**src/rtl/uart_deep_pkg.sv**
```systemverilog
package uart_deep_pkg;
  localparam int FIFO_DEPTH = 64;
  localparam int CNT_W      = $clog2(FIFO_DEPTH) + 1;
  localparam int DIV_W      = 16;
  localparam int OSR        = 16;
  localparam int DATA_W     = 8;

  typedef enum logic {TX_IDLE, TX_SEND} tx_state_e;
  typedef enum logic [1:0] {RX_IDLE, RX_START, RX_DATA, RX_STOP} rx_state_e;

  function automatic logic [CNT_W-1:0] rx_level(input logic [2:0] sel);
    case (sel)
      3'd0:    return CNT_W'(1);
      3'd1:    return CNT_W'(4);
      3'd2:    return CNT_W'(8);
      3'd3:    return CNT_W'(16);
      3'd4:    return CNT_W'(32);
      default: return CNT_W'(48);
    endcase
  endfunction

  function automatic logic [CNT_W-1:0] tx_level(input logic [1:0] sel);
    case (sel)
      2'd0:    return CNT_W'(0);
      2'd1:    return CNT_W'(4);
      default: return CNT_W'(8);
    endcase
  endfunction
endpackage

```
**src/rtl/uart_baud.sv**
```systemverilog
module uart_baud #(
  parameter int W = 16
) (
  input  logic         clk,
  input  logic         rst_n,
  input  logic [W-1:0] div,
  output logic         tick
);
  logic [W-1:0] cnt_q, cnt_d;
  logic         hit;

  always_comb begin
    hit   = (cnt_q >= div);
    cnt_d = hit ? '0 : cnt_q + W'(1);
  end

  always_ff @(posedge clk or negedge rst_n) begin
    if (!rst_n) begin
      cnt_q <= '0;
      tick  <= 1'b0;
    end else begin
      cnt_q <= cnt_d;
      tick  <= hit;
    end
  end

  // with a divider above zero, ticks never come on consecutive clocks
  a_r2_tick_gap: assert property (@(posedge clk) disable iff (!rst_n)
    (tick && $stable(div) && div != '0) |=> !tick);
endmodule

```
**src/rtl/uart_fifo.sv**
```systemverilog
module uart_fifo #(
  parameter int DEPTH = 64,
  parameter int WIDTH = 8
) (
  input  logic              clk,
  input  logic              rst_n,
  input  logic              push,
  input  logic [WIDTH-1:0]  din,
  input  logic              pop,
  output logic [WIDTH-1:0]  dout,
  output logic              full,
  output logic              empty,
  output logic [$clog2(DEPTH):0] count
);
  localparam int AW = $clog2(DEPTH);
  localparam int CW = AW + 1;

  logic [WIDTH-1:0] mem [DEPTH];
  logic [AW-1:0]    wp_q, wp_d, rp_q, rp_d;
  logic [CW-1:0]    cnt_q, cnt_d;
  logic             do_push, do_pop;

  always_comb begin
    full    = (cnt_q == CW'(DEPTH));
    empty   = (cnt_q == '0);
    do_push = push && !full;
    do_pop  = pop && !empty;
    wp_d    = do_push ? wp_q + AW'(1) : wp_q;
    rp_d    = do_pop  ? rp_q + AW'(1) : rp_q;
    cnt_d   = cnt_q + CW'(do_push) - CW'(do_pop);
  end

  always_ff @(posedge clk or negedge rst_n) begin
    if (!rst_n) begin
      wp_q  <= '0;
      rp_q  <= '0;
      cnt_q <= '0;
    end else begin
      wp_q  <= wp_d;
      rp_q  <= rp_d;
      cnt_q <= cnt_d;
    end
  end

  always_ff @(posedge clk) begin
    if (do_push) mem[wp_q] <= din;
  end

  assign dout  = mem[rp_q];
  assign count = cnt_q;

  a_r3_count_bound: assert property (@(posedge clk) disable iff (!rst_n)
    cnt_q <= CW'(DEPTH));
  // a push into a full queue without a pop leaves the fill alone
  a_r3_full_push_hold: assert property (@(posedge clk) disable iff (!rst_n)
    (full && push && !pop) |=> (cnt_q == $past(cnt_q)));
endmodule

```
**src/rtl/uart_tx.sv**
```systemverilog
module uart_tx
  import uart_deep_pkg::*;
(
  input  logic              clk,
  input  logic              rst_n,
  input  logic              tick,
  input  logic              q_empty,
  input  logic [DATA_W-1:0] q_data,
  output logic              q_pop,
  output logic              line
);
  localparam int SW      = $clog2(OSR);
  localparam int FRAME_W = DATA_W + 2;
  localparam int BW      = $clog2(FRAME_W + 1);

  tx_state_e            st_q, st_d;
  logic [FRAME_W-1:0]   sh_q, sh_d;
  logic [SW-1:0]        tc_q, tc_d;
  logic [BW-1:0]        bc_q, bc_d;

  always_comb begin
    st_d  = st_q;
    sh_d  = sh_q;
    tc_d  = tc_q;
    bc_d  = bc_q;
    q_pop = (st_q == TX_IDLE) && !q_empty;
    if (q_pop) begin
      sh_d = {1'b1, q_data, 1'b0};
      tc_d = '0;
      bc_d = '0;
      st_d = TX_SEND;
    end else if (st_q == TX_SEND && tick) begin
      tc_d = tc_q + SW'(1);
      if (tc_q == SW'(OSR - 1)) begin
        sh_d = {1'b1, sh_q[FRAME_W-1:1]};
        bc_d = bc_q + BW'(1);
        if (bc_q == BW'(FRAME_W - 1)) st_d = TX_IDLE;
      end
    end
  end

  always_ff @(posedge clk or negedge rst_n) begin
    if (!rst_n) begin
      st_q <= TX_IDLE;
      sh_q <= '1;
      tc_q <= '0;
      bc_q <= '0;
    end else begin
      st_q <= st_d;
      sh_q <= sh_d;
      tc_q <= tc_d;
      bc_q <= bc_d;
    end
  end

  assign line = sh_q[0];

  a_r4_idle_line_high: assert property (@(posedge clk) disable iff (!rst_n)
    (st_q == TX_IDLE) |-> line);
  a_r4_start_after_pop: assert property (@(posedge clk) disable iff (!rst_n)
    q_pop |=> !line);
endmodule

```
**src/rtl/uart_rx.sv**
```systemverilog
module uart_rx
  import uart_deep_pkg::*;
(
  input  logic              clk,
  input  logic              rst_n,
  input  logic              tick,
  input  logic              line,
  output logic              valid,
  output logic [DATA_W-1:0] data,
  output logic              ferr
);
  localparam int SW = $clog2(OSR);
  localparam int BW = $clog2(DATA_W + 1);
  localparam logic [SW-1:0] S_A    = SW'(OSR/2 - 1);
  localparam logic [SW-1:0] S_B    = SW'(OSR/2);
  localparam logic [SW-1:0] S_C    = SW'(OSR/2 + 1);
  localparam logic [SW-1:0] S_LAST = SW'(OSR - 1);

  rx_state_e          st_q, st_d;
  logic [SW-1:0]      sp_q, sp_d;
  logic [BW-1:0]      bc_q, bc_d;
  logic               sa_q, sa_d, sb_q, sb_d;
  logic [DATA_W-1:0]  sh_q, sh_d, data_d;
  logic               valid_d, ferr_d, maj;

  always_comb begin
    maj     = (sa_q & sb_q) | (sa_q & line) | (sb_q & line);
    st_d    = st_q;
    sp_d    = sp_q;
    bc_d    = bc_q;
    sa_d    = sa_q;
    sb_d    = sb_q;
    sh_d    = sh_q;
    data_d  = data;
    ferr_d  = ferr;
    valid_d = 1'b0;
    if (tick) begin
      if (st_q == RX_IDLE) begin
        if (!line) begin
          st_d = RX_START;
          sp_d = SW'(1);
        end
      end else begin
        sp_d = sp_q + SW'(1);
        if (sp_q == S_A) sa_d = line;
        if (sp_q == S_B) sb_d = line;
        if (sp_q == S_C) begin
          case (st_q)
            RX_START: if (maj) st_d = RX_IDLE;
            RX_DATA: begin
              sh_d = {maj, sh_q[DATA_W-1:1]};
              bc_d = bc_q + BW'(1);
            end
            RX_STOP: begin
              valid_d = 1'b1;
              data_d  = sh_q;
              ferr_d  = !maj;
              st_d    = RX_IDLE;
            end
            default: ;
          endcase
        end
        if (sp_q == S_LAST) begin
          if (st_q == RX_START) begin
            st_d = RX_DATA;
            bc_d = '0;
          end else if (st_q == RX_DATA && bc_q == BW'(DATA_W)) begin
            st_d = RX_STOP;
          end
        end
      end
    end
  end

  always_ff @(posedge clk or negedge rst_n) begin
    if (!rst_n) begin
      st_q  <= RX_IDLE;
      sp_q  <= '0;
      bc_q  <= '0;
      sa_q  <= 1'b1;
      sb_q  <= 1'b1;
      sh_q  <= '0;
      data  <= '0;
      ferr  <= 1'b0;
      valid <= 1'b0;
    end else begin
      st_q  <= st_d;
      sp_q  <= sp_d;
      bc_q  <= bc_d;
      sa_q  <= sa_d;
      sb_q  <= sb_d;
      sh_q  <= sh_d;
      data  <= data_d;
      ferr  <= ferr_d;
      valid <= valid_d;
    end
  end

  // a byte is only delivered after the stop-bit decision
  a_r6_push_from_stop: assert property (@(posedge clk) disable iff (!rst_n)
    valid |-> ($past(st_q) == RX_STOP));
  a_r6_no_start_from_high: assert property (@(posedge clk) disable iff (!rst_n)
    (st_q == RX_IDLE && tick && line) |=> (st_q == RX_IDLE));
endmodule

```
**src/rtl/uart_deep.sv**
```systemverilog
module uart_deep
  import uart_deep_pkg::*;
(
  input  logic               clk,
  input  logic               rst_n,
  input  logic [DIV_W-1:0]   baud_div,
  input  logic               loopback,
  input  logic [2:0]         rx_lvl_sel,
  input  logic [1:0]         tx_lvl_sel,
  input  logic               wr_en,
  input  logic [DATA_W-1:0]  wr_data,
  output logic               tx_full,
  output logic [CNT_W-1:0]   tx_count,
  input  logic               rd_en,
  output logic [DATA_W-1:0]  rd_data,
  output logic               rd_ferr,
  output logic               rx_avail,
  output logic [CNT_W-1:0]   rx_count,
  output logic               overrun,
  input  logic               ovr_clr,
  output logic               rx_hit,
  output logic               tx_hit,
  output logic               irq,
  input  logic               rxd,
  output logic               txd
);
  logic [1:0]        rst_pipe;
  logic              rst_i;
  logic              tick;
  logic              txq_empty, txq_pop, tx_line;
  logic [DATA_W-1:0] txq_data;
  logic              rxq_full, rxq_empty;
  logic [DATA_W:0]   rxq_dout;
  logic              rb_valid, rb_ferr;
  logic [DATA_W-1:0] rb_data;
  logic [1:0]        rx_sync;
  logic              txd_d, ovr_d;

  always_ff @(posedge clk or negedge rst_n) begin
    if (!rst_n) rst_pipe <= 2'b00;
    else        rst_pipe <= {rst_pipe[0], 1'b1};
  end
  assign rst_i = rst_pipe[1];

  uart_baud #(.W(DIV_W)) baud_i (
    .clk(clk), .rst_n(rst_i), .div(baud_div), .tick(tick));

  uart_fifo #(.DEPTH(FIFO_DEPTH), .WIDTH(DATA_W)) txq_i (
    .clk(clk), .rst_n(rst_i), .push(wr_en), .din(wr_data), .pop(txq_pop),
    .dout(txq_data), .full(tx_full), .empty(txq_empty), .count(tx_count));

  uart_tx tx_i (
    .clk(clk), .rst_n(rst_i), .tick(tick), .q_empty(txq_empty),
    .q_data(txq_data), .q_pop(txq_pop), .line(tx_line));

  uart_rx rx_i (
    .clk(clk), .rst_n(rst_i), .tick(tick), .line(rx_sync[1]),
    .valid(rb_valid), .data(rb_data), .ferr(rb_ferr));

  uart_fifo #(.DEPTH(FIFO_DEPTH), .WIDTH(DATA_W + 1)) rxq_i (
    .clk(clk), .rst_n(rst_i), .push(rb_valid), .din({rb_ferr, rb_data}),
    .pop(rd_en), .dout(rxq_dout), .full(rxq_full), .empty(rxq_empty),
    .count(rx_count));

  always_comb begin
    txd_d  = loopback ? 1'b1 : tx_line;
    ovr_d  = overrun;
    if (ovr_clr) ovr_d = 1'b0;
    if (rb_valid && rxq_full) ovr_d = 1'b1;
    rx_hit = (rx_count >= rx_level(rx_lvl_sel));
    tx_hit = (tx_count <= tx_level(tx_lvl_sel));
    irq    = rx_hit | tx_hit;
  end

  always_ff @(posedge clk or negedge rst_i) begin
    if (!rst_i) begin
      rx_sync <= 2'b11;
      txd     <= 1'b1;
      overrun <= 1'b0;
    end else begin
      rx_sync <= {rx_sync[0], loopback ? tx_line : rxd};
      txd     <= txd_d;
      overrun <= ovr_d;
    end
  end

  assign rd_data  = rxq_dout[DATA_W-1:0];
  assign rd_ferr  = rxq_dout[DATA_W];
  assign rx_avail = !rxq_empty;

  a_r5_loopback_quiet: assert property (@(posedge clk) disable iff (!rst_i)
    (loopback && $past(loopback)) |-> txd);
  a_r8_overrun_sticky: assert property (@(posedge clk) disable iff (!rst_i)
    (overrun && !ovr_clr) |=> overrun);
  a_r8_overrun_cause: assert property (@(posedge clk) disable iff (!rst_i)
    $rose(overrun) |-> ($past(rx_count) == CNT_W'(FIFO_DEPTH)));
endmodule

```
**config.mk**
```make
export PLATFORM = sky130hd
export DESIGN_NAME = uart_deep
export DESIGN_NICKNAME = d
export VERILOG_FILES = /design/src/rtl/uart_deep_pkg.sv /design/src/rtl/uart_baud.sv /design/src/rtl/uart_fifo.sv /design/src/rtl/uart_tx.sv /design/src/rtl/uart_rx.sv /design/src/rtl/uart_deep.sv
export SDC_FILE = /design/constraint.sdc
export NUM_CORES = 1
export LEC_CHECK = 0
export ABC_CLOCK_PERIOD_IN_PS = 3300
export BUFFER_PORTS_ARGS = -buffer_cell sky130_fd_sc_hd__clkbuf_2
export CAP_MARGIN = 20
export CORE_MARGIN = 4
export CORE_UTILIZATION = 50
export DETAILED_ROUTE_END_ITERATION = 12
export PLACE_DENSITY_LB_ADDON = 0.08
export SLEW_MARGIN = 20
export SYNTH_ARGS = -nofsm -noshare
export SYNTH_HDL_FRONTEND = slang
export SYNTH_SLANG_ARGS = --single-unit
```
**constraint.sdc**
```tcl
create_clock -name clk -period 3.3 [get_ports clk]
set_input_delay 0.495 -clock clk [delete_from_list [all_inputs] [get_ports clk]]
set_output_delay 0.495 -clock clk [all_outputs]
set_load 0.02 [all_outputs]
```
==> out/qor.json, run 1 <==
{
  "final.min_clock_period_ns": 3.79,
  "postLayoutCoreUtil": 0.588,
  "pin_count_of_the_biggest_net_entering_global_routing": 66,
  "outcome": "finished with violations",
  "synthDominantAreaCellType": "sky130_fd_sc_hd__edfxtp_1",
  "first_pass_grt_wire_length_mm": 165,
  "synthDominantCellAreaShare": 0.682,
  "violated_checks": "negative setup slack",
  "most_used_flip_flop_cell_after_synthesis": "sky130_fd_sc_hd__edfxtp_1",
  "core_um2": 95000,
  "layout.cells.most_common_list": "sky130_fd_sc_hd__edfxtp_1, sky130_fd_sc_hd__mux4_2, sky130_fd_sc_hd__buf_4",
  "number_of_flops_mapped_to_enable_cells_by_yosys": 1088,
  "fin_hold_ws_ns": 0.115,
  "most_common_library_cell_in_the_layout_ignoring_fill_and_taps": "sky130_fd_sc_hd__edfxtp_1",
  "cts_tree": "yes",
  "route.detailed.wl_per_inst_um": 26.1,
  "dpl.hpwl_mm": 68.6,
  "std_cell_rows": 113,
  "diodes": 0,
  "ys_seq_area_frac": 0.739,
  "max-clock-path-buffers": 3,
  "finalHoldViolations": 0,
  "global_route.overflow_total": 0,
  "route.detailed.drc": 0,
  "die_width_um": 318,
  "post_route_non_filler_standard_cell_count": 4203,
  "wl_mm": 110,
  "yosys-top-cells-area": "sky130_fd_sc_hd__edfxtp_1, sky130_fd_sc_hd__mux4_2, sky130_fd_sc_hd__dfrtp_1",
  "place.gp.congestion": 0.803,
  "cts_sinks": 1197,
  "synthesis.yosys.warnings": 0,
  "worst_skew_late_latency_ns": 0.70,
  "remaining_number_of_nets_flagged_by_the_antenna_check_after_routing": 0,
  "tritoncts.num_buffers": 121,
  "max_slew_margin": 0.267,
  "transition_time_at_the_pin_with_the_least_slew_margin_ns": 1.10,
  "via_per_inst": 5.77,
  "netlist_instances": 2494,
  "synthesis.nets": 2587,
  "cts.htree.levels": 3,
  "drive_gt1_frac": 0.301,
  "finalCritPeriodShare": 1.15,
  "dr_total_vias": 24232,
  "critical_path_class": "flop to primary output",
  "clock_skew_ns": 0.0184,
  "timing.max_cap.violations": 0,
  "setup_viol": 10,
  "cp_cell_sequence": "buf_12, buf_4, mux4_2, mux4_2, a211oi_2, a21oi_1, buf_4",
  "timing.final.max_slew_violations": 0,
  "firstDrtPassIters": 8,
  "cpPeakStageDelay_ns": 0.55,
  "clock_tree.root_cell": "sky130_fd_sc_hd__clkbuf_16",
  "report.power.total_uw": 37200,
  "cp_slowest_cell": "sky130_fd_sc_hd__mux4_2",
  "areaGrowthSynthToFinish_pct": 16.7,
  "hold_path.class": "primary input to asynchronous set/reset pin",
  "max_freq_mhz": 264,
  "syn-cell-area_um2": 47900,
  "avgSynthCellArea_um2": 19.2,
  "cp-start-kind": "flop",
  "grt_antenna_before_repair": 0,
  "design.final.nets": 2928,
  "cp.required_ns": 2.80,
  "place.detailed.instances": 3944,
  "first_global_vias": 25411,
  "initial_utilization": 0.504,
  "arrival_ns": 3.29,
  "track_usage": 0.218,
  "synth.ff_latch_count": 1197,
  "rsz0062_at_grt": "true",
  "synthArstFlopShare": 0.0911,
  "total_die_area_um2": 101000,
  "total_leakage_power_uw": 0.0205,
  "io_pins": 66,
  "dr.first_iter.drc_count": 2041,
  "ir_worst_vdd_mv": 0.558,
  "die_h_um": 318,
  "fin_ws_ns": -0.490,
  "clkTransAtPathRegs_ns": 0.06,
  "end_kind": "primary output",
  "synth_cell_types": 55,
  "numPortBuffers": 65,
  "power.density_cell_area_nw_per_um2": 665,
  "timing.critical_path.fanout_max": 8
}
-- per-layer routing --
layer  track usage  part of all wire
met3        0.0298             0.043
met1         0.289              0.41
met4        0.0531             0.024
met2         0.384              0.53
met5             0                 0
-- power breakdown --
part / internal, µW / switching, µW
Sequential: 16900 / 495
Clock: 8090 / 5590
Combinational: 2880 / 3260
-- per-stage QoR --
step	TNS, ns	area, µm²	worst slack [ns]
after floorplan	-0.0519	47900	-0.0519
after global placement	0	51300	0.110
after detailed placement	0	51300	0.0766
after CTS	-4.64	55700	-0.540
after global routing	-5.28	55900	-0.602
final	-4.05	55900	-0.490
-- synthesized netlist by cell type, types with 3 or more instances --
cell type,n
sky130_fd_sc_hd__nand3b_1,6
sky130_fd_sc_hd__dfstp_2,14
sky130_fd_sc_hd__a21o_1,12
sky130_fd_sc_hd__and2_1,4
sky130_fd_sc_hd__buf_2,20
sky130_fd_sc_hd__o41ai_1,3
sky130_fd_sc_hd__o221ai_1,9
sky130_fd_sc_hd__buf_6,19
sky130_fd_sc_hd__a2111oi_0,8
sky130_fd_sc_hd__xnor2_1,27
sky130_fd_sc_hd__dfrtp_1,95
sky130_fd_sc_hd__buf_4,12
sky130_fd_sc_hd__or3_1,10
sky130_fd_sc_hd__xor2_1,23
sky130_fd_sc_hd__nor3_1,10
sky130_fd_sc_hd__clkbuf_1,61
sky130_fd_sc_hd__o22ai_1,16
sky130_fd_sc_hd__inv_1,57
sky130_fd_sc_hd__o21ai_0,34
sky130_fd_sc_hd__a211oi_1,29
sky130_fd_sc_hd__a221oi_1,17
sky130_fd_sc_hd__nand3_1,30
sky130_fd_sc_hd__mux4_2,267
sky130_fd_sc_hd__nor2b_1,24
sky130_fd_sc_hd__edfxtp_1,1088
sky130_fd_sc_hd__nor2_1,187
sky130_fd_sc_hd__mux2_2,23
sky130_fd_sc_hd__mux2i_1,94
sky130_fd_sc_hd__nand2_1,109
sky130_fd_sc_hd__o211ai_1,5
sky130_fd_sc_hd__nand2b_1,7
sky130_fd_sc_hd__ha_1,55
sky130_fd_sc_hd__buf_1,15
sky130_fd_sc_hd__nand4_1,17
sky130_fd_sc_hd__or3b_2,4
sky130_fd_sc_hd__a22oi_1,3
sky130_fd_sc_hd__or2_2,3
sky130_fd_sc_hd__a21oi_1,48
sky130_fd_sc_hd__and3_1,5
sky130_fd_sc_hd__o21a_1,3
-- area by class of cell --
cell class / instances / area (µm²)
clock buffers: 153 / 3320
clock inverters: 73 / 693
fillers: 7051 / 39100
inverters: 57 / 214
multi-input cells: 1113 / 11800
flip-flops and latches: 1197 / 35500
well taps: 1265 / 1580
repair buffers: 345 / 2860
-- sequential cells by signal, indices dropped and copies added (netlist names), 2 cells and up --
name          count
rst_pipe          2
rx_i.bc_q         4
tx_i.bc_q         4
rx_i.data         8
tx_i.tc_q         4
rx_i.st_q         2
rx_i.sp_q         4
rx_i.sh_q         8
rxq_i.wp_q        6
txq_i.rp_q        6
rxq_i.mem       576
rxq_i.rp_q        6
txq_i.wp_q        6
rx_sync           2
tx_i.sh_q         9
txq_i.mem       512
txq_i.count       7
baud_i.cnt_q     16
rxq_i.count       7
-- logic make-up (layout without fill, tap and decap cells) --
logic type,count (synthesis),in the layout,synth area share
AND/OR/NAND/NOR,423,423,0.0394
multiplexers,384,384,0.151
other,1,1,0.0000783
AO/OA/AOI/OAI,197,197,0.0273
flip-flops,1197,1197,0.739
XOR/XNOR,50,50,0.00914
buffers and inverters,184,628,0.0189
adder cells (fa/ha/maj),58,58,0.0154
-- timing repair --
item / 4_1_cts / 5_1_grt
resized for setup: 32 / 31
cloned: 2 / 2
setup buffers: 18 / 8
endpoints found under the setup margin: 11 / 12
hold buffers: 4 / 0
pin swaps: 11 / 9
hold endpoints to repair: 5 / 0
-- final timing paths --
| kind | from | endpoint | slack [ns] | depth (start not counted) |
|---|---|---|---|---|
| worst max-delay path | rxq_i.rp_q[0] | rd_data[0] | -0.49 | 7 |
| worst min-delay path | rst_n | rst_pipe[1] | 0.11 | 2 |
| worst max register to register | rxq_i.count[0] | rxq_i.count[6] | 0.15 | 20 |
| worst min register to register | rst_pipe[0] | rst_pipe[1] | 0.34 | 0 |
| max in group asynchronous | rst_pipe[1] | tx_i.sh_q[6] | 2.10 | 1 |
| min in group clk | rd_en | rxq_i.rp_q[0] | 0.31 | 4 |
-- critical path, delay by kind of cell (launching register included) --
kind / cells / cell delay [ns]
flops: 1 / 0.50
mux: 2 / 1.04
compound gates: 2 / 0.44
buf+inv: 3 / 0.62
Power figures use the tool's default switching activity.
==> run 2, diff against run 1 <==
--- a/config.mk
+++ b/config.mk
@@ -11,6 +11,7 @@
 export CORE_MARGIN = 4
 export CORE_UTILIZATION = 50
 export DETAILED_ROUTE_END_ITERATION = 12
+export GPL_TIMING_DRIVEN = 0
 export PLACE_DENSITY_LB_ADDON = 0.08
 export SLEW_MARGIN = 20
 export SYNTH_ARGS = -nofsm -noshare
==> out/qor.json, run 2 (same netlist as run 1, synthesis figures left out) <==
{
  "wl_mm": 116,
  "total_leakage_power_uw": 0.0197,
  "clock_skew_ns": 0.0159,
  "cts.htree.levels": 3,
  "post_route_non_filler_standard_cell_count": 4094,
  "cpPeakStageDelay_ns": 0.52,
  "largest-register": "rxq_i.mem",
  "drive_gt1_frac": 0.301,
  "transition_time_at_the_pin_with_the_least_slew_margin_ns": 1.14,
  "timing.final.max_slew_violations": 0,
  "first_global_vias": 24846,
  "grt_antenna_before_repair": 0,
  "outcome": "finished with violations",
  "first_pass_grt_wire_length_mm": 171,
  "rsz0062_at_grt": "true",
  "cp.required_ns": 2.80,
  "path_buf_inv": 5,
  "die_width_um": 318,
  "postPlaceCellArea_um2": 50100,
  "grt_use_met1": 0.312,
  "cp_cell_sequence": "buf_12, buf_16, buf_16, buf_4, mux4_2, mux4_2, o211ai_1, o41ai_1, clkbuf_2",
  "io_pins": 66,
  "initial_utilization": 0.504,
  "firstDrtPassIters": 5,
  "max_slew_margin": 0.241,
  "end_kind": "primary output",
  "layout.cell_area.non_filler_um2": 55600,
  "largestRegisters": "rxq_i.mem x576, txq_i.mem x512, baud_i.cnt_q x16",
  "finalCritPeriodShare": 1.17,
  "dpl.hpwl_mm": 74.4,
  "worst_skew_late_latency_ns": 0.70,
  "top_usage_layer": "met2",
  "total_die_area_um2": 101000,
  "route.detailed.drc": 0,
  "ir_worst_vdd_mv": 0.478,
  "hold_path.class": "primary input to asynchronous set/reset pin",
  "design.final.nets": 2820,
  "postLayoutCoreUtil": 0.585,
  "flip_flop_count_of_the_largest_register_all_copies_and_words_added": 576,
  "place_worst_setup_slack_ns": -0.835,
  "critical_path_class": "flop to primary output",
  "via_per_inst": 5.97,
  "dr_total_vias": 24438,
  "cts_tree": "yes",
  "route.detailed.wl_per_inst_um": 28.4,
  "setup_tns_ns": -4.41,
  "max-clock-path-buffers": 3,
  "numPortBuffers": 65,
  "pin_count_of_the_biggest_net_entering_global_routing": 66,
  "place.detailed.instances": 3833,
  "core_um2": 95000,
  "tritoncts.num_buffers": 120,
  "violated_checks": "negative setup slack",
  "areaGrowthSynthToFinish_pct": 16.0,
  "fin_ws_ns": -0.556,
  "track_usage": 0.231,
  "power.density_cell_area_nw_per_um2": 672,
  "met3_usage": 0.0335,
  "timing.max_cap.violations": 0,
  "most_common_library_cell_in_the_layout_ignoring_fill_and_taps": "sky130_fd_sc_hd__edfxtp_1",
  "groute.layer.met2.usage": 0.396,
  "final.min_clock_period_ns": 3.86,
  "remaining_number_of_nets_flagged_by_the_antenna_check_after_routing": 0,
  "global_route.overflow_total": 0,
  "cp_slowest_cell": "sky130_fd_sc_hd__mux4_2",
  "timing.critical_path.fanout_max": 6,
  "layout.cells.most_common_list": "sky130_fd_sc_hd__edfxtp_1, sky130_fd_sc_hd__mux4_2, sky130_fd_sc_hd__clkbuf_16",
  "std_cell_rows": 113,
  "setup_viol": 10,
  "clkTransAtPathRegs_ns": 0.06,
  "place.gp.congestion": 0.846,
  "finalHoldViolations": 0,
  "dr.first_iter.drc_count": 2521,
  "arrival_ns": 3.36,
  "cp-start-kind": "flop",
  "clock_tree.root_cell": "sky130_fd_sc_hd__clkbuf_16",
  "diodes": 0,
  "cts_sinks": 1197,
  "crit_family": "multiplexers",
  "die_h_um": 318,
  "max_freq_mhz": 259
}
-- run 2: per-stage QoR --
step	total power, µW	hold WS [ns]
2_1_floorplan	21100	0.199
3_3_place_gp	23000	0.280
3_5_place_dp	23100	0.131
4_1_cts	37300	0.0713
5_1_grt	38700	0.105
6_report	37300	0.112
-- run 2: path summary, 6_finish.rpt --
path | from | to | slack [ns] | depth (start not counted)
max in group asynchronous | rst_pipe[1] | rx_i.data[1] | 2.32 | 2
worst max register to register | rxq_i.count[4] | rxq_i.mem[12][7] | 0 | 7
worst min-delay path | rst_n | rst_pipe[1] | 0.11 | 2
worst min register to register | rst_pipe[1] | rxq_i.count[6] | 0.13 | 0
min in group clk | rd_en | rxq_i.rp_q[0] | 0.29 | 4
worst max-delay path | rxq_i.rp_q[0] | rd_ferr | -0.56 | 9
-- run 2: area by class of cell --
class / instances / area (µm²)
buffer: 125 / 1010
clock buffer: 164 / 3330
clock inverter: 60 / 508
fill: 7075 / 39500
inverter: 57 / 216
multi-input combinational: 1113 / 12500
sequential: 1197 / 35400
tap: 1265 / 1580
timing repair buffer: 113 / 997
-- run 2: timing repair --
action,in CTS,in global routing
setup endpoints to repair,1108,611
hold endpoints to repair,5,0
hold buffers,4,0
resized for setup,308,54
setup buffers,19,13
pin swaps,14,19
cloned,1,2
-- run 2: report_power, final --
group	leakage, µW	switching (µW)	internal [µW]
Clock	0.00188	5590	7650
Sequential	0.0122	304	16900
Combinational	0.00561	3970	2930
-- run 2: per-layer routing --
layer  wire length (µm)  up-vias
li1                   -    10492
met1              47100    12993
met2              60000      756
met3               6010      197
met4               3110        0
met5                  0        -
